$ cat config.mk
export PLATFORM = sky130hd
export DESIGN_NAME = ring_pipe_engine
export DESIGN_NICKNAME = d
export VERILOG_FILES = /design/src/rtl/ring_pkg.sv /design/src/rtl/ring_ctrl.sv /design/src/rtl/ring_dpath.sv /design/src/rtl/ring_pipe_engine.sv
export SDC_FILE = /design/constraint.sdc
export NUM_CORES = 1
export LEC_CHECK = 0
export ABC_AREA = 1
export BUFFER_PORTS_ARGS = -buffer_cell sky130_fd_sc_hd__buf_2
export CORE_MARGIN = 2
export CORE_UTILIZATION = 30
export DETAILED_ROUTE_END_ITERATION = 12
export GPL_ROUTABILITY_DRIVEN = 0
export SLEW_MARGIN = 20
export SYNTH_ARGS = -nofsm -noshare
export SYNTH_HDL_FRONTEND = slang
export SYNTH_HIERARCHICAL = 1
export SYNTH_SLANG_ARGS = --single-unit
$ cat constraint.sdc
create_clock -name clk -period 3.8 [get_ports clk]
set_input_delay 0.38 -clock clk [delete_from_list [all_inputs] [get_ports clk]]
set_output_delay 0.38 -clock clk [all_outputs]
set_load 0.03 [all_outputs]
$ cat src/rtl/ring_pkg.sv
package ring_pkg;
  localparam int ADDR_W = 32;
  localparam int DESC_W = 64;
  localparam int REG_AW = 4;

  localparam logic [REG_AW-1:0] RA_CTRL = 4'd0;
  localparam logic [REG_AW-1:0] RA_RST  = 4'd1;
  localparam logic [REG_AW-1:0] RA_HALT = 4'd2;
  localparam logic [REG_AW-1:0] RA_BASE = 4'd3;
  localparam logic [REG_AW-1:0] RA_SIZE = 4'd4;
  localparam logic [REG_AW-1:0] RA_PROD = 4'd5;
  localparam logic [REG_AW-1:0] RA_CONS = 4'd6;
  localparam logic [REG_AW-1:0] RA_IEN  = 4'd7;
  localparam logic [REG_AW-1:0] RA_STAT = 4'd8;
  localparam logic [REG_AW-1:0] RA_CLR  = 4'd9;

  localparam int ST_DONE  = 0;
  localparam int ST_EMPTY = 3;
  localparam int ST_ERR   = 4;
  localparam int ST_EOT   = 5;
  localparam int ST_W     = 6;

  // flag bit positions within bits 63:48 of a descriptor
  localparam int FL_INT = 15;
  localparam int FL_EOT = 14;
  localparam int FL_EOB = 13;
  localparam int FL_NWD = 12;

  typedef enum logic [1:0] {S_IDLE, S_FETCH, S_MOVE} ringStateT;

  typedef struct packed {
    logic capture;
    logic advance;
  } ringStrobeT;
endpackage

$ cat src/rtl/ring_ctrl.sv
module ring_ctrl
  import ring_pkg::*;
(
  input  logic       clk,
  input  logic       rstN,
  input  logic       pipeClr,
  input  logic       runOk,
  input  logic       memRdValid,
  input  logic       moveDone,
  output ringStrobeT strobe,
  output logic       memRdReq,
  output logic       moveReq
);
  ringStateT state, stateNext;

  always_comb begin
    stateNext = state;
    unique case (state)
      S_IDLE:  if (runOk) stateNext = S_FETCH;
      S_FETCH: if (memRdValid) stateNext = S_MOVE;
      S_MOVE:  if (moveDone) stateNext = S_IDLE;
      default: stateNext = S_IDLE;
    endcase
    if (pipeClr) stateNext = S_IDLE;
  end

  always_ff @(posedge clk or negedge rstN) begin
    if (!rstN) state <= S_IDLE;
    else       state <= stateNext;
  end

  assign memRdReq       = (state == S_FETCH);
  assign moveReq        = (state == S_MOVE);
  assign strobe.capture = (state == S_FETCH) && memRdValid && !pipeClr;
  assign strobe.advance = (state == S_MOVE) && moveDone && !pipeClr;

  p_excl_req_r2: assert property (@(posedge clk) disable iff (!rstN)
    $onehot0({memRdReq, moveReq}));

  p_move_hold_r2: assert property (@(posedge clk) disable iff (!rstN)
    (moveReq && !moveDone && !pipeClr) |=> moveReq);

  p_no_fetch_stalled_r9: assert property (@(posedge clk) disable iff (!rstN)
    (state == S_IDLE && !runOk) |=> !memRdReq);
endmodule

$ cat src/rtl/ring_dpath.sv
module ring_dpath
  import ring_pkg::*;
#(
  parameter int OFF_W = 16
) (
  input  logic              clk,
  input  logic              rstN,
  input  logic              regWrEn,
  input  logic [REG_AW-1:0] regAddr,
  input  logic [31:0]       regWrData,
  output logic [31:0]       regRdData,
  input  ringStrobeT        strobe,
  input  logic [DESC_W-1:0] memRdData,
  output logic              runOk,
  output logic              pipeClr,
  output logic [ADDR_W-1:0] memRdAddr,
  output logic [ADDR_W-1:0] descAddr,
  output logic [15:0]       descLen,
  output logic [3:0]        descFlags,
  output logic              ctrlDir,
  output logic              ctrlSys,
  output logic              irq
);
  localparam int SUM_W = OFF_W + 1;

  logic              pipeRst, haltReg, ctrlEn;
  logic [ADDR_W-4:0] ringBase;
  logic [OFF_W-1:0]  ringSize, prodOff, consOff, consNext;
  logic [ST_W-1:0]   irqEn, irqStat, setMask, clrMask;
  logic [SUM_W-1:0]  consSum;
  logic              wrProd, badProd;

  assign consSum  = {1'b0, consOff} + SUM_W'(8);
  assign consNext = (consSum >= {1'b0, ringSize}) ? '0 : consSum[OFF_W-1:0];
  assign wrProd   = regWrEn && (regAddr == RA_PROD);
  assign badProd  = (regWrData[2:0] != 3'd0) || (regWrData[OFF_W-1:0] >= ringSize);

  always_comb begin
    setMask = '0;
    if (strobe.advance) begin
      setMask[ST_DONE]  = descFlags[FL_INT-12];
      setMask[ST_EOT]   = descFlags[FL_EOT-12];
      setMask[ST_EMPTY] = (consNext == prodOff);
    end
    if (wrProd && badProd) setMask[ST_ERR] = 1'b1;
    clrMask = (regWrEn && regAddr == RA_CLR) ? regWrData[ST_W-1:0] : '0;
  end

  always_ff @(posedge clk or negedge rstN) begin
    if (!rstN) begin
      pipeRst <= 1'b0; haltReg <= 1'b0; ctrlEn <= 1'b0; ctrlDir <= 1'b0; ctrlSys <= 1'b0;
      ringBase <= '0; ringSize <= '0; prodOff <= '0; consOff <= '0;
      irqEn <= '0; irqStat <= '0; descAddr <= '0; descLen <= '0; descFlags <= '0;
    end else begin
      if (regWrEn && regAddr == RA_RST) pipeRst <= regWrData[0];
      if (pipeRst) begin
        haltReg <= 1'b0; ctrlEn <= 1'b0; ctrlDir <= 1'b0; ctrlSys <= 1'b0;
        ringBase <= '0; ringSize <= '0; prodOff <= '0; consOff <= '0;
        irqEn <= '0; irqStat <= '0; descAddr <= '0; descLen <= '0; descFlags <= '0;
      end else begin
        if (regWrEn) begin
          unique case (regAddr)
            RA_CTRL: begin
              ctrlEn  <= regWrData[1];
              ctrlDir <= regWrData[3];
              ctrlSys <= regWrData[5];
            end
            RA_HALT: haltReg  <= regWrData[0];
            RA_BASE: ringBase <= regWrData[ADDR_W-1:3];
            RA_SIZE: ringSize <= regWrData[OFF_W-1:0];
            RA_PROD: if (!badProd) prodOff <= regWrData[OFF_W-1:0];
            RA_IEN:  irqEn    <= regWrData[ST_W-1:0];
            default: ;
          endcase
        end
        if (strobe.capture) begin
          descAddr  <= memRdData[31:0];
          descLen   <= memRdData[47:32];
          descFlags <= memRdData[63:60];
        end
        if (strobe.advance) consOff <= consNext;
        irqStat <= (irqStat & ~clrMask) | setMask;
      end
    end
  end

  assign pipeClr   = pipeRst;
  assign runOk     = ctrlEn && !haltReg && !pipeRst && (consOff != prodOff);
  assign memRdAddr = {ringBase, 3'b000} + ADDR_W'(consOff);
  assign irq       = |(irqStat & irqEn);

  always_comb begin
    unique case (regAddr)
      RA_CTRL: regRdData = {26'd0, ctrlSys, 1'b0, ctrlDir, 1'b0, ctrlEn, 1'b0};
      RA_RST:  regRdData = {31'd0, pipeRst};
      RA_HALT: regRdData = {31'd0, haltReg};
      RA_BASE: regRdData = {ringBase, 3'b000};
      RA_SIZE: regRdData = 32'(ringSize);
      RA_PROD: regRdData = 32'(prodOff);
      RA_CONS: regRdData = 32'(consOff);
      RA_IEN:  regRdData = 32'(irqEn);
      RA_STAT: regRdData = 32'(irqStat);
      default: regRdData = '0;
    endcase
  end

  p_cons_aligned_r4: assert property (@(posedge clk) disable iff (!rstN)
    consOff[2:0] == 3'd0);

  p_cons_step_r4: assert property (@(posedge clk) disable iff (!rstN)
    (strobe.advance && !pipeRst) |=> (consOff == $past(consOff) + OFF_W'(8)) || (consOff == '0));

  p_bad_prod_r5: assert property (@(posedge clk) disable iff (!rstN)
    (wrProd && badProd && !pipeRst) |=> irqStat[ST_ERR] && (prodOff == $past(prodOff)));
endmodule

$ cat src/rtl/ring_pipe_engine.sv
module ring_pipe_engine
  import ring_pkg::*;
#(
  parameter int OFF_W = 16
) (
  input  logic        clk,
  input  logic        rstN,
  input  logic        regWrEn,
  input  logic [3:0]  regAddr,
  input  logic [31:0] regWrData,
  output logic [31:0] regRdData,
  output logic        memRdReq,
  output logic [31:0] memRdAddr,
  input  logic        memRdValid,
  input  logic [63:0] memRdData,
  output logic        moveReq,
  output logic [31:0] moveAddr,
  output logic [15:0] moveLen,
  output logic        moveDir,
  output logic        moveSysMode,
  output logic        moveFence,
  output logic        moveEob,
  input  logic        moveDone,
  output logic        irq
);
  ringStrobeT strobe;
  logic       runOk, pipeClr;
  logic [3:0] descFlags;

  ring_ctrl i_ctrl (
    .clk(clk), .rstN(rstN), .pipeClr(pipeClr), .runOk(runOk),
    .memRdValid(memRdValid), .moveDone(moveDone), .strobe(strobe),
    .memRdReq(memRdReq), .moveReq(moveReq)
  );

  ring_dpath #(.OFF_W(OFF_W)) i_dpath (
    .clk(clk), .rstN(rstN), .regWrEn(regWrEn), .regAddr(regAddr),
    .regWrData(regWrData), .regRdData(regRdData), .strobe(strobe),
    .memRdData(memRdData), .runOk(runOk), .pipeClr(pipeClr),
    .memRdAddr(memRdAddr), .descAddr(moveAddr), .descLen(moveLen),
    .descFlags(descFlags), .ctrlDir(moveDir), .ctrlSys(moveSysMode), .irq(irq)
  );

  assign moveFence = descFlags[FL_NWD-12];
  assign moveEob   = descFlags[FL_EOB-12];
endmodule

# Word level (Yosys, flattened, before mapping)
# Index checks and enable logic that the tools add are counted.
[word_totals]
register_bits = 148
input_bits = 105
out_inout_bits = 119
wordCells = 120
[op_classes]
addsub = 2
order_cmp = 2
eq_ne = 17
mux = 46
n_bitwise = 4
reduce_logical = 34
[ops]
columns = ["operator", "n"]
rows = [
  ["32-bit case mux with 9 select lines", 1],
  ["16-bit two-way mux", 12],
  ["29-bit two-way mux", 3],
  ["32-bit two-way mux", 2],
  ["32-bit by 16-bit adder with 32-bit output", 1],
  ["6-bit two-way mux", 5],
  ["2-bit nonzero test", 9],
  ["16-bit by 4-bit adder with 17-bit output (second input constant)", 1],
  ["17-bit by 16-bit greater-or-equal comparator with 1-bit output", 1],
  ["16-bit equality test", 1],
  ["4-bit by 3-bit equality test with 1-bit output (second input constant)", 4],
  ["16-bit greater-or-equal comparator", 1],
  ["1-bit two-way mux", 16],
  ["16-bit inequality test", 1],
  ["6-bit AND", 2],
  ["1-bit logical AND", 11],
  ["2-bit AND reduction", 5],
  ["3-bit by 1-bit inequality test with 1-bit output (second input constant)", 3],
  ["4-bit by 2-bit equality test with 1-bit output (second input constant)", 2],
  ["4-bit equality test (second input constant)", 2],
  ["2-bit two-way mux", 4],
  ["4-bit two-way mux", 2],
  ["6-bit inverter", 1],
  ["6-bit OR", 1],
  ["other kinds (12)", 14],
]

# Depth between registers and ports, before layout
# Gate-level depths: netlist of run 1.
[logic_depth]
word_depth = 7
depth_mapped = 23
ltp_nobuf = 22

# Hierarchy
# Netlist of run 1, hierarchy kept.
[by_module_without_submodules]
columns = ["module", "instances", "cells_per_inst", "area_each_um2", "seq_area_each_um2"]
rows = [
  ["ring_dpath", 1, 1121, 8877.3, 3653.5],
  ["ring_ctrl", 1, 22, 152.6, 50.0],
]

# Worst setup path after synthesis of run 1
# OpenSTA, ideal clock, no wires.
[synth_path]
kind = "register -> output"
startpoint = "reg i_dpath.consOff[3]"
endpoint = "out memRdAddr[29]"
arrival_ps = 2600
required_time_ps = 3420
slack_ps = 820
path_stages_with_launch = 13
n_path_buf = 0
cell_sequence = "dfrtp_1 ha_1 inv_1 fa_1 o21ai_0 nand2_1 nand2_1 a21o_1 nand2_1 nand2_1 nand3_1 nor4_1 xor2_1"
[synth_between]
elab_chain_len = 1
[synth_lines]
columns = ["element", "line_no", "text"]
rows = [
  ["start: declaration", "ring_dpath.sv:28", "logic [OFF_W-1:0] ringSize, prodOff, consOff, consNext;"],
  ["start signal: assignment", "ring_dpath.sv:81", "if (strobe.advance) consOff <= consNext;"],
  ["32-bit by 16-bit adder with 32-bit output", "ring_dpath.sv:89", "assign memRdAddr = {ringBase, 3'b000} + ADDR_W'(consOff);"],
  ["end: declaration", "ring_pipe_engine.sv:13", "output logic [31:0] memRdAddr,"],
]
# Every way passes these cells.

# Worst setup path after layout of run 1
[layout_path]
startpoint = "reg i_dpath.consOff[3]"
endpoint = "out memRdAddr[31]"
# The elaborated chain is that of the path after synthesis.

==> results.py, run 1 <==
metrics = {
    "synth": {
        "synth_cells": 1143,
        "syn-cell-area_mm2": 0.009030,
        "synthArstFlopShare_pct": 100.0,
        "ys_seq_elements": 148,
        "synth_nets": 1295,
        "synth_ff_type": "dfrtp_1",
        "seq_area_frac_synth_pct": 41.01,
        "yosysUniqueCellTypes": 46,
        "synth-edff-count": 0,
        "synth_area_per_cell_um2": 7.900,
        "yosys_warnings": 6,
    },
    "finish": {
        "finalNonFillerCells": 1743,
        "final_cell_area_mm2": 0.01108,
        "antenna_cells": 0,
        "layout_common_cells": "buf_2 (209), inv_1 (187), nand2_1 (177)",
        "drive_above_1_share_pct": 22.32,
        "nNetsFinal": 1493,
        "fin_util_pct": 37.37,
        "syn2layout_area_growth_pct": 22.65,
        "final_common_cell": "buf_2",
    },
    "drt": {
        "ant_nets": 0,
        "drtIter0Drc": 605,
        "routedWlPerCell_um": 16.94,
        "drc": 0,
        "wirelength_um": 29530,
        "vias_per_cell": 4.956,
        "first_pass_iters": 5,
        "num_vias": 8638,
    },
    "critical_path": {
        "critPathSlowestCell": "fa_1",
        "endpoint_kind": "primary output",
        "critPathTopFamily": "simple AND/OR/NAND/NOR gates",
        "slowest_delay_ps": 400,
        "critPathRequiredTime_ps": 3420,
        "worst_ep_arrival_time_ps": 3170,
        "path_cells": "buf_4, ha_1, inv_1, fa_1, o21ai_1, nand2_1, nand2_1, a21o_1, nand2_1, nand2_2, nand2_1, nor2_1, nand2_1, xor2_1, clkbuf_4",
        "worst-path-buf-inv": 3,
        "worstSetupStartpointType": "flip-flop",
        "crit_path_frequent_cell": "nand2_1",
        "cp_max_fo": 5,
        "crit_type": "flip-flop to primary output",
    },
    "global_route": {
        "grt_pass1_wl_um": 46170,
        "grt_max_degree": 80,
        "grt.overflow.total": 0,
        "antenna_found_initial": 0,
        "grt-busiest-layer": "met2",
        "gr-usage-met1_pct": 23.96,
        "grtUsageTotal_pct": 18.87,
        "grtUsageMet3_pct": 4.884,
        "grt_use_met2_pct": 31.91,
        "grt_pass1_vias": 8471,
    },
    "sta": {
        "whs_ps": -19.85,
        "worst_slew_pin_slew_ps": 852.9,
        "rsz0062_at_grt": "no",
        "relSlewSlack_pct": 43.00,
        "fin_crit_sh_pct": 93.33,
        "drv_slew": 0,
        "fin_skew_ps": 18.83,
        "setup_violations": 0,
        "setup_ws_ps": 253.4,
        "setup_tns_ps": 0,
        "hold_viol_final": 6,
        "max_freq_mhz": 282.0,
        "post-route-min-period_ps": 3547,
    },
    "die": {
        "dieHeight_um": 177.5,
        "fp.coreArea_mm2": 0.02964,
        "start_util_pct": 30.47,
        "die_area_mm2": 0.03150,
        "die_w_um": 177.5,
        "io_pins": 224,
        "rows": 63,
    },
    "clock_network": {
        "cts_inserted_buffers": 17,
        "cts_tree": "built",
        "h-tree-depth": 4,
        "numClockSinks": 148,
        "cts_setup_buffers": 0,
        "cts_root_buf": "clkbuf_16",
        "clk_pin_slew_ps": 70,
        "clk_latency_ps": 420,
        "clk_path_buf_depth": 2,
    },
    "job": {
        "max_cap_violations": 0,
    },
    "placed_design": {
        "dp_hpwl_um": 22320,
        "dp.cells": 1712,
        "place_ws_ps": 440.8,
        "io_buffers": 211,
        "placed_area_mm2": 0.01049,
    },
    "worst_hold_path": {
        "hold_path.class": "input pin to async pin",
    },
    "status": {
        "status": "finished with violations",
        "failed_checks": "negative hold slack",
    },
    "pwr": {
        "max-vdd-ir-drop_uv": 314.4,
        "p_per_area_mw_per_mm2": 477.2,
        "power.leakage_nw": 5.505,
    },
}
-- Yosys cell counts, drive strengths merged, types with 10 or more instances --
| master | number | area (um2) |
|---|---|---|
| inv | 192 | 720.7 |
| xnor2 | 10 | 87.58 |
| buf | 10 | 71.31 |
| nor2 | 87 | 371.6 |
| nand3 | 112 | 618.1 |
| nor3 | 15 | 75.07 |
| mux2 | 12 | 135.1 |
| xor2 | 33 | 289.0 |
| o21ai | 132 | 664.4 |
| nand2 | 182 | 698.2 |
| clkbuf | 37 | 168.9 |
| o22ai | 27 | 168.9 |
| ha | 46 | 575.6 |
| dfrtp | 148 | 3704 |
| nand4 | 16 | 100.1 |
| a21oi | 38 | 193.9 |
-- worst register-to-register path, delay by kind of cell, from the launching register on --
family	cells	cell delay, ps
AOI/OAI and AO/OA	1	120
and+or+nand+nor	17	1850
adders and majority gates	1	300
xor gates and xnor gates	1	320
DFF	1	580
buffers and inverters	2	220
-- per-layer routing --
metal | part of all wire, % | up-vias | wire [um]
met5 | 0 | - | 0
met4 | 1.8 | 0 | 529
met3 | 6.7 | 30 | 1978
met2 | 48 | 321 | 14210
met1 | 43 | 4101 | 12820
li1 | - | 4186 | -
-- path summary, 6_finish.rpt --
kind,slack [ps],depth (start not counted),end,startpoint
max,250,15,memRdAddr[31],i_dpath/consOff[3]
min,-20,1,i_dpath/descLen[13],rstN
max reg2reg,340,22,i_dpath/irqStat[3],i_dpath/consOff[5]
min reg2reg,520,2,i_dpath/haltReg,i_dpath/haltReg
max in group asynchronous,2940,2,i_dpath/prodOff[11],rstN
min in group clk,190,3,i_dpath/descAddr[16],memRdData[16]
-- area by class of cell --
| cell class | instances | area (um2) |
|---|---|---|
| clock inverter | 13 | 145.1 |
| timing repair buffer | 226 | 1202 |
| sequential | 148 | 3704 |
| inverter | 193 | 724.4 |
| fill | 3139 | 18560 |
| multi-input combinational | 755 | 4383 |
| tap | 390 | 488.0 |
| clock buffer | 18 | 429.2 |
-- sequential cells by signal, indices dropped and copies added (netlist names), 2 cells and up --
name / flops
i_dpath/descLen: 16
i_dpath/descAddr: 32
i_dpath/ringBase: 29
i_dpath/descFlags: 4
i_dpath/consOff: 16
i_ctrl/state: 2
i_dpath/irqStat: 6
i_dpath/prodOff: 16
i_dpath/irqEn: 6
i_dpath/ringSize: 16
-- cells by family (layout without fill, tap and decap cells) --
family                     count (synthesis)  in the layout  share of synthesized area [%]
DFF                                      148            148                          41.01
AOI/OAI and AO/OA                        233            233                          14.84
xor gates and xnor gates                  43             43                          4.171
buffers and inverters                    240            450                          10.68
and+or+nand+nor                          420            420                          21.20
adders and majority gates                 47             47                          6.596
muxes                                     12             12                          1.496
-- what timing repair did --
action,CTS,global route
endpoints found under the hold margin,0,0
gates resized for setup,0,4
hold buffers,0,0
setup endpoints to repair,0,3
-- where the power goes --
group	internal [mW]	total (mW)	switching (mW)
clock	0.974	1.69	0.720
sequential	1.79	1.97	0.184
combinational	0.482	1.62	1.14
total	3.25	5.29	2.04
-- through the flow --
stage | power (mW) | hold slack, ps
6_report | 5.286 | -19.85
3_5_place_dp | 3.611 | 481.0
2_1_floorplan | 3.047 | 84.41
4_1_cts | 5.337 | 23.75
5_1_grt | 5.625 | 32.66
3_3_place_gp | 3.592 | 473.3
No activity file was read; power rests on OpenSTA's default activity.
==> inputs of run 2 (changes only) <==
--- a/config.mk
+++ b/config.mk
@@ -6,7 +6,7 @@
 export NUM_CORES = 1
 export LEC_CHECK = 0
 export ABC_AREA = 1
-export BUFFER_PORTS_ARGS = -buffer_cell sky130_fd_sc_hd__buf_2
+export BUFFER_PORTS_ARGS = -buffer_cell sky130_fd_sc_hd__clkbuf_2
 export CORE_MARGIN = 2
 export CORE_UTILIZATION = 30
 export DETAILED_ROUTE_END_ITERATION = 12
==> results.py, run 2 (synthesis gave the netlist of run 1 again) <==
metrics = {
    "status": {
        "status": "complete, no violations",
    },
    "finish": {
        "largestRegisters": "i_dpath/descAddr x32, i_dpath/ringBase x29",
        "final_common_cell": "clkbuf_2",
        "top_register": "i_dpath/descAddr",
        "drive_above_1_share_pct": 22.45,
        "seq_area_mm2": 0.003704,
        "largest_reg_flops": 32,
        "layout_common_cells": "clkbuf_2 (209), inv_1 (187), nand2_1 (177)",
        "syn2layout_area_growth_pct": 23.56,
        "antenna_cells": 0,
        "fill_cells": 3126,
        "multi_input_area_mm2": 0.004380,
        "nNetsFinal": 1493,
    },
    "critical_path": {
        "worstSetupStartpointType": "flip-flop",
        "worst_ep_arrival_time_ps": 3190,
        "cp_max_fo": 5,
        "critPathRequiredTime_ps": 3420,
        "crit_type": "flip-flop to primary output",
        "endpoint_kind": "primary output",
    },
    "sta": {
        "max_freq_mhz": 280.0,
        "setup_tns_ps": 0,
        "relSlewSlack_pct": 40.78,
        "hold_viol_final": 0,
        "setup_violations": 0,
        "whs_ps": 1.367,
        "fin_crit_sh_pct": 93.98,
        "post-route-min-period_ps": 3571,
        "rsz0062_at_grt": "no",
        "fin_skew_ps": 16.53,
        "worst_slew_pin_slew_ps": 888.3,
        "drv_slew": 0,
    },
    "die": {
        "start_util_pct": 30.47,
        "die_w_um": 177.5,
        "fp.coreArea_mm2": 0.02964,
        "die_area_mm2": 0.03150,
        "rows": 63,
        "io_pins": 224,
        "dieHeight_um": 177.5,
    },
    "pwr": {
        "power.leakage_nw": 5.471,
        "p_int_mw": 3.239,
        "switching_share_pct": 39.98,
        "p_total_mw": 5.395,
        "power.share.clock_pct": 33.1,
        "max-vdd-ir-drop_uv": 314.0,
        "combPwrFrac_pct": 30.5,
        "p_seq_share_pct": 36.4,
        "p_switching_mw": 2.157,
        "p_per_area_mw_per_mm2": 483.6,
    },
    "clock_network": {
        "clk_pin_slew_ps": 80,
        "clk_latency_ps": 440,
        "cts_tree": "built",
        "numClockSinks": 148,
        "cts_root_buf": "clkbuf_16",
        "cts_inserted_buffers": 17,
        "h-tree-depth": 4,
        "holdBufCountCts": 0,
        "cts_resized": 0,
        "clk_path_buf_depth": 2,
        "cts_setup_buffers": 0,
    },
    "drt": {
        "num_vias": 8578,
        "drc": 0,
        "routedWlPerCell_um": 16.87,
        "vias_per_cell": 4.919,
        "wirelength_um": 29420,
        "ant_nets": 0,
        "drtIter0Drc": 677,
        "first_pass_iters": 5,
    },
    "global_route": {
        "grt_pass1_vias": 8555,
        "antenna_found_initial": 0,
        "grtUsageTotal_pct": 19.12,
        "grt_max_degree": 93,
        "grt_pass1_wl_um": 46610,
        "grt.overflow.total": 0,
    },
    "placed_design": {
        "io_buffers": 211,
        "dp_hpwl_um": 22280,
    },
    "worst_hold_path": {
        "hold_path.class": "input pin to async pin",
    },
    "job": {
        "max_cap_violations": 0,
    },
}
run 2: cell count changes in the layout (fill, tap and decap cells not counted), moves of 3 or more:
cell        previous run  this run
buf_2                209         0
clkbuf_2               0       209
clkinv_8               0         6
clkinvlp_4             3         0
inv_6                  6         3
inv_8                  0         4
run 2: metrics by stage:
| step | cells | area, um2 | setup WS (ps) | utilization [%] |
|---|---|---|---|---|
| final | 1744 | 11160 | 228.9 | 37.64 |
| after global routing | 1744 | 11160 | 25.63 | 37.64 |
| after CTS | 1744 | 11150 | 25.00 | 37.61 |
| after detailed placement | 1712 | 10520 | 424.6 | 35.48 |
| after global placement | 1712 | 10520 | 459.0 | 35.48 |
| after floorplan | 1143 | 9030 | 820.1 | - |
run 2: final timing paths:
check | depth (start not counted) | startpoint | slack, ps | to
worst max-delay path | 14 | i_dpath/consOff[3] | 230 | memRdAddr[29]
worst min-delay path | 1 | rstN | 1 | i_dpath/descLen[8]
worst max register to register | 22 | i_dpath/consOff[5] | 330 | i_dpath/irqStat[3]
worst min register to register | 2 | i_dpath/descFlags[2] | 520 | i_dpath/irqStat[5]
max in group asynchronous | 2 | rstN | 2940 | i_dpath/consOff[12]
min in group clk | 3 | memRdData[9] | 170 | i_dpath/descAddr[9]
run 2: layout make-up:
type	count	share of cell area [%]
clock buffers	17	3.813
clock inverters	15	1.862
inverters	193	6.493
multi-input cells	755	39.26
flip-flops and latches	148	33.19
well taps	390	4.374
repair buffers	226	11.00
run 2: power groups by stage:
stage          clock network, mW  logic, mW  registers (mW)
3_3_place_gp                   0       1.62            1.99
5_1_grt                     1.91       1.84            1.99
2_1_floorplan                  0       1.00            2.04
4_1_cts                     1.85       1.65            1.96
3_5_place_dp                   0       1.65            1.99
6_report                    1.79       1.65            1.96
run 2: layer usage:
layer	global-route usage, %	part of all wire (%)
met5	0	0
met4	7.001	2.7
met3	4.413	7.0
met2	31.36	48
met1	24.51	43
run 2: critical path, stage by stage, from the launching register on:
cell	delay [ps]
dfrtp_1	360
buf_4	170
ha_1	170
inv_1	60
fa_1	410
o21ai_2	190
nand2_1	70
nand2_1	120
a21o_1	190
nand2_1	120
nand2_2	150
nand3_1	100
nor4_1	240
xor2_1	190
clkbuf_2	230
==> inputs of run 3 (changes only) <==
--- a/config.mk
+++ b/config.mk
@@ -7,10 +7,13 @@
 export LEC_CHECK = 0
 export ABC_AREA = 1
 export BUFFER_PORTS_ARGS = -buffer_cell sky130_fd_sc_hd__clkbuf_2
+export CELL_PAD_IN_SITES_DETAIL_PLACEMENT = 0
+export CELL_PAD_IN_SITES_GLOBAL_PLACEMENT = 1
 export CORE_MARGIN = 2
 export CORE_UTILIZATION = 30
 export DETAILED_ROUTE_END_ITERATION = 12
 export GPL_ROUTABILITY_DRIVEN = 0
+export PLACE_DENSITY_LB_ADDON = 0.1
 export SLEW_MARGIN = 20
 export SYNTH_ARGS = -nofsm -noshare
 export SYNTH_HDL_FRONTEND = slang
==> constraint.sdc (replaced) <==
create_clock -name clk -period 4.6 [get_ports clk]
set_input_delay 0.46 -clock clk [delete_from_list [all_inputs] [get_ports clk]]
set_output_delay 0.46 -clock clk [all_outputs]
set_load 0.03 [all_outputs]
==> results.py, run 3 (synthesis gave the netlist of run 1 again) <==
metrics = {
    "worst_hold_path": {
        "hold_path.class": "input pin to async pin",
    },
    "finish": {
        "finalNonFillerCells": 1742,
        "syn2layout_area_growth_pct": 22.60,
        "nNetsFinal": 1491,
        "final_common_cell": "clkbuf_2",
        "largestRegisters": "i_dpath/descAddr x32, i_dpath/ringBase x29",
        "drive_above_1_share_pct": 22.19,
        "antenna_cells": 0,
        "top_register": "i_dpath/descAddr",
        "largest_reg_flops": 32,
        "layout_common_cells": "clkbuf_2 (210), inv_1 (187), nand2_1 (178)",
    },
    "critical_path": {
        "critPathTopFamily": "simple AND/OR/NAND/NOR gates",
        "crit_type": "flip-flop to primary output",
        "critPathRequiredTime_ps": 4140,
        "crit_path_frequent_cell": "nand2_1",
        "path_cells": "buf_4, ha_1, inv_1, fa_1, o21ai_0, nand2_1, nand2_1, a21o_1, nand2_1, nand2_1, nand3_1, nor4_1, xor2_1, clkbuf_2",
        "endpoint_kind": "primary output",
        "worstSetupStartpointType": "flip-flop",
        "slowest_delay_ps": 390,
        "worst-path-buf-inv": 3,
        "worst_ep_arrival_time_ps": 3350,
        "cp_max_fo": 5,
        "critPathSlowestCell": "fa_1",
    },
    "clock_network": {
        "cts_root_buf": "clkbuf_16",
        "cts_setup_buffers": 0,
        "cts_tree": "built",
        "clk_latency_ps": 430,
        "clk_pin_slew_ps": 80,
        "cts_inserted_buffers": 17,
        "numClockSinks": 148,
        "clk_path_buf_depth": 2,
        "cts_resized": 0,
        "holdBufCountCts": 0,
        "h-tree-depth": 4,
    },
    "drt": {
        "wirelength_um": 31970,
        "vias_per_cell": 4.844,
        "ant_nets": 0,
        "num_vias": 8438,
        "drc": 0,
        "drtIter0Drc": 585,
        "first_pass_iters": 7,
        "routedWlPerCell_um": 18.35,
    },
    "die": {
        "dieHeight_um": 177.5,
        "die_w_um": 177.5,
        "die_area_mm2": 0.03150,
        "start_util_pct": 30.47,
        "rows": 63,
        "fp.coreArea_mm2": 0.02964,
        "io_pins": 224,
    },
    "sta": {
        "relSlewSlack_pct": 38.30,
        "fin_crit_sh_pct": 82.73,
        "whs_ps": 73.07,
        "drv_slew": 0,
        "fin_skew_ps": 18.35,
        "max_freq_mhz": 262.8,
        "post-route-min-period_ps": 3806,
        "hold_viol_final": 0,
        "rsz0062_at_grt": "no",
        "setup_violations": 0,
        "worst_slew_pin_slew_ps": 923.3,
        "setup_tns_ps": 0,
    },
    "global_route": {
        "grt.overflow.total": 0,
        "antenna_found_initial": 0,
        "grtUsageTotal_pct": 20.74,
        "grt_max_degree": 80,
        "grt_pass1_vias": 8530,
        "grt_pass1_wl_um": 49750,
    },
    "pwr": {
        "p_total_mw": 4.474,
        "max-vdd-ir-drop_uv": 284.1,
        "p_per_area_mw_per_mm2": 404.1,
        "power.leakage_nw": 5.432,
    },
    "placed_design": {
        "io_buffers": 211,
        "dp_hpwl_um": 23740,
        "dp.cells": 1710,
    },
    "status": {
        "status": "complete, no violations",
    },
    "job": {
        "max_cap_violations": 0,
    },
}
-- run 3: changes by cell type in the layout (fill, tap and decap cells not counted), sizes merged --
cell    delta
buf        -2
clkinv     -2
inv        +2
-- run 3: where the power goes --
part,internal (mW),switching [mW],leakage [nW]
clock network,0.791,0.691,0.302
logic,0.394,0.957,3.13
registers,1.48,0.166,2.00
-- run 3: metal layers --
layer	global-route usage (%)	vias up	share of wire (%)
met5	0	-	0
met4	4.474	0	1.2
met3	4.670	19	5.3
met2	33.85	204	48
met1	28.05	4036	45
li1	-	4179	-
-- run 3: cell type report --
| class | count | area, um2 |
|---|---|---|
| clock inverter | 15 | 195.2 |
| multi-input combinational | 755 | 4374 |
| timing repair buffer | 224 | 1160 |
| clock buffer | 17 | 425.4 |
| tap | 390 | 488.0 |
| inverter | 193 | 724.4 |
| sequential | 148 | 3704 |
| fill | 3254 | 18570 |
-- run 3: through the flow --
step / setup slack [ps] / util (%) / area [um2]
2_1_floorplan: 1540 / - / 9030
3_3_place_gp: 837.2 / 35.26 / 10450
6_report: 794.5 / 37.35 / 11070
5_1_grt: 407.5 / 37.35 / 11070
4_1_cts: 755.5 / 37.35 / 11070
3_5_place_dp: 840.1 / 35.26 / 10450
-- run 3: worst paths after layout --
path	from	slack, ps	endpoint	cells past startpoint
max	i_dpath/consOff[3]	790	memRdAddr[29]	14
max in group asynchronous	rstN	3490	i_dpath/ringBase[2]	2
min reg2reg	i_dpath/irqStat[1]	520	i_dpath/irqStat[1]	2
max reg2reg	i_dpath/consOff[9]	840	i_dpath/irqStat[3]	21
min in group clk	memRdData[10]	260	i_dpath/descAddr[10]	3
min	rstN	70	i_dpath/ringSize[11]	1
-- run 3: worst register-to-register path, stage by stage, from the launching register on --
cell and delay [ps]:
dfrtp_1 510, inv_1 130, nor3_1 330, nand4_1 180, xor2_1 360, ha_1 300, nand2_1 60, inv_1 50
nand2_1 70, nor2_1 50, nand2_1 60, nand4_1 120, nor2_4 470, buf_4 280, nand3_2 80, nand2_1 90
nand2_1 50, nor2_1 80, nand2_1 60, nor2_1 150, nand2_1 120, a21oi_2 120
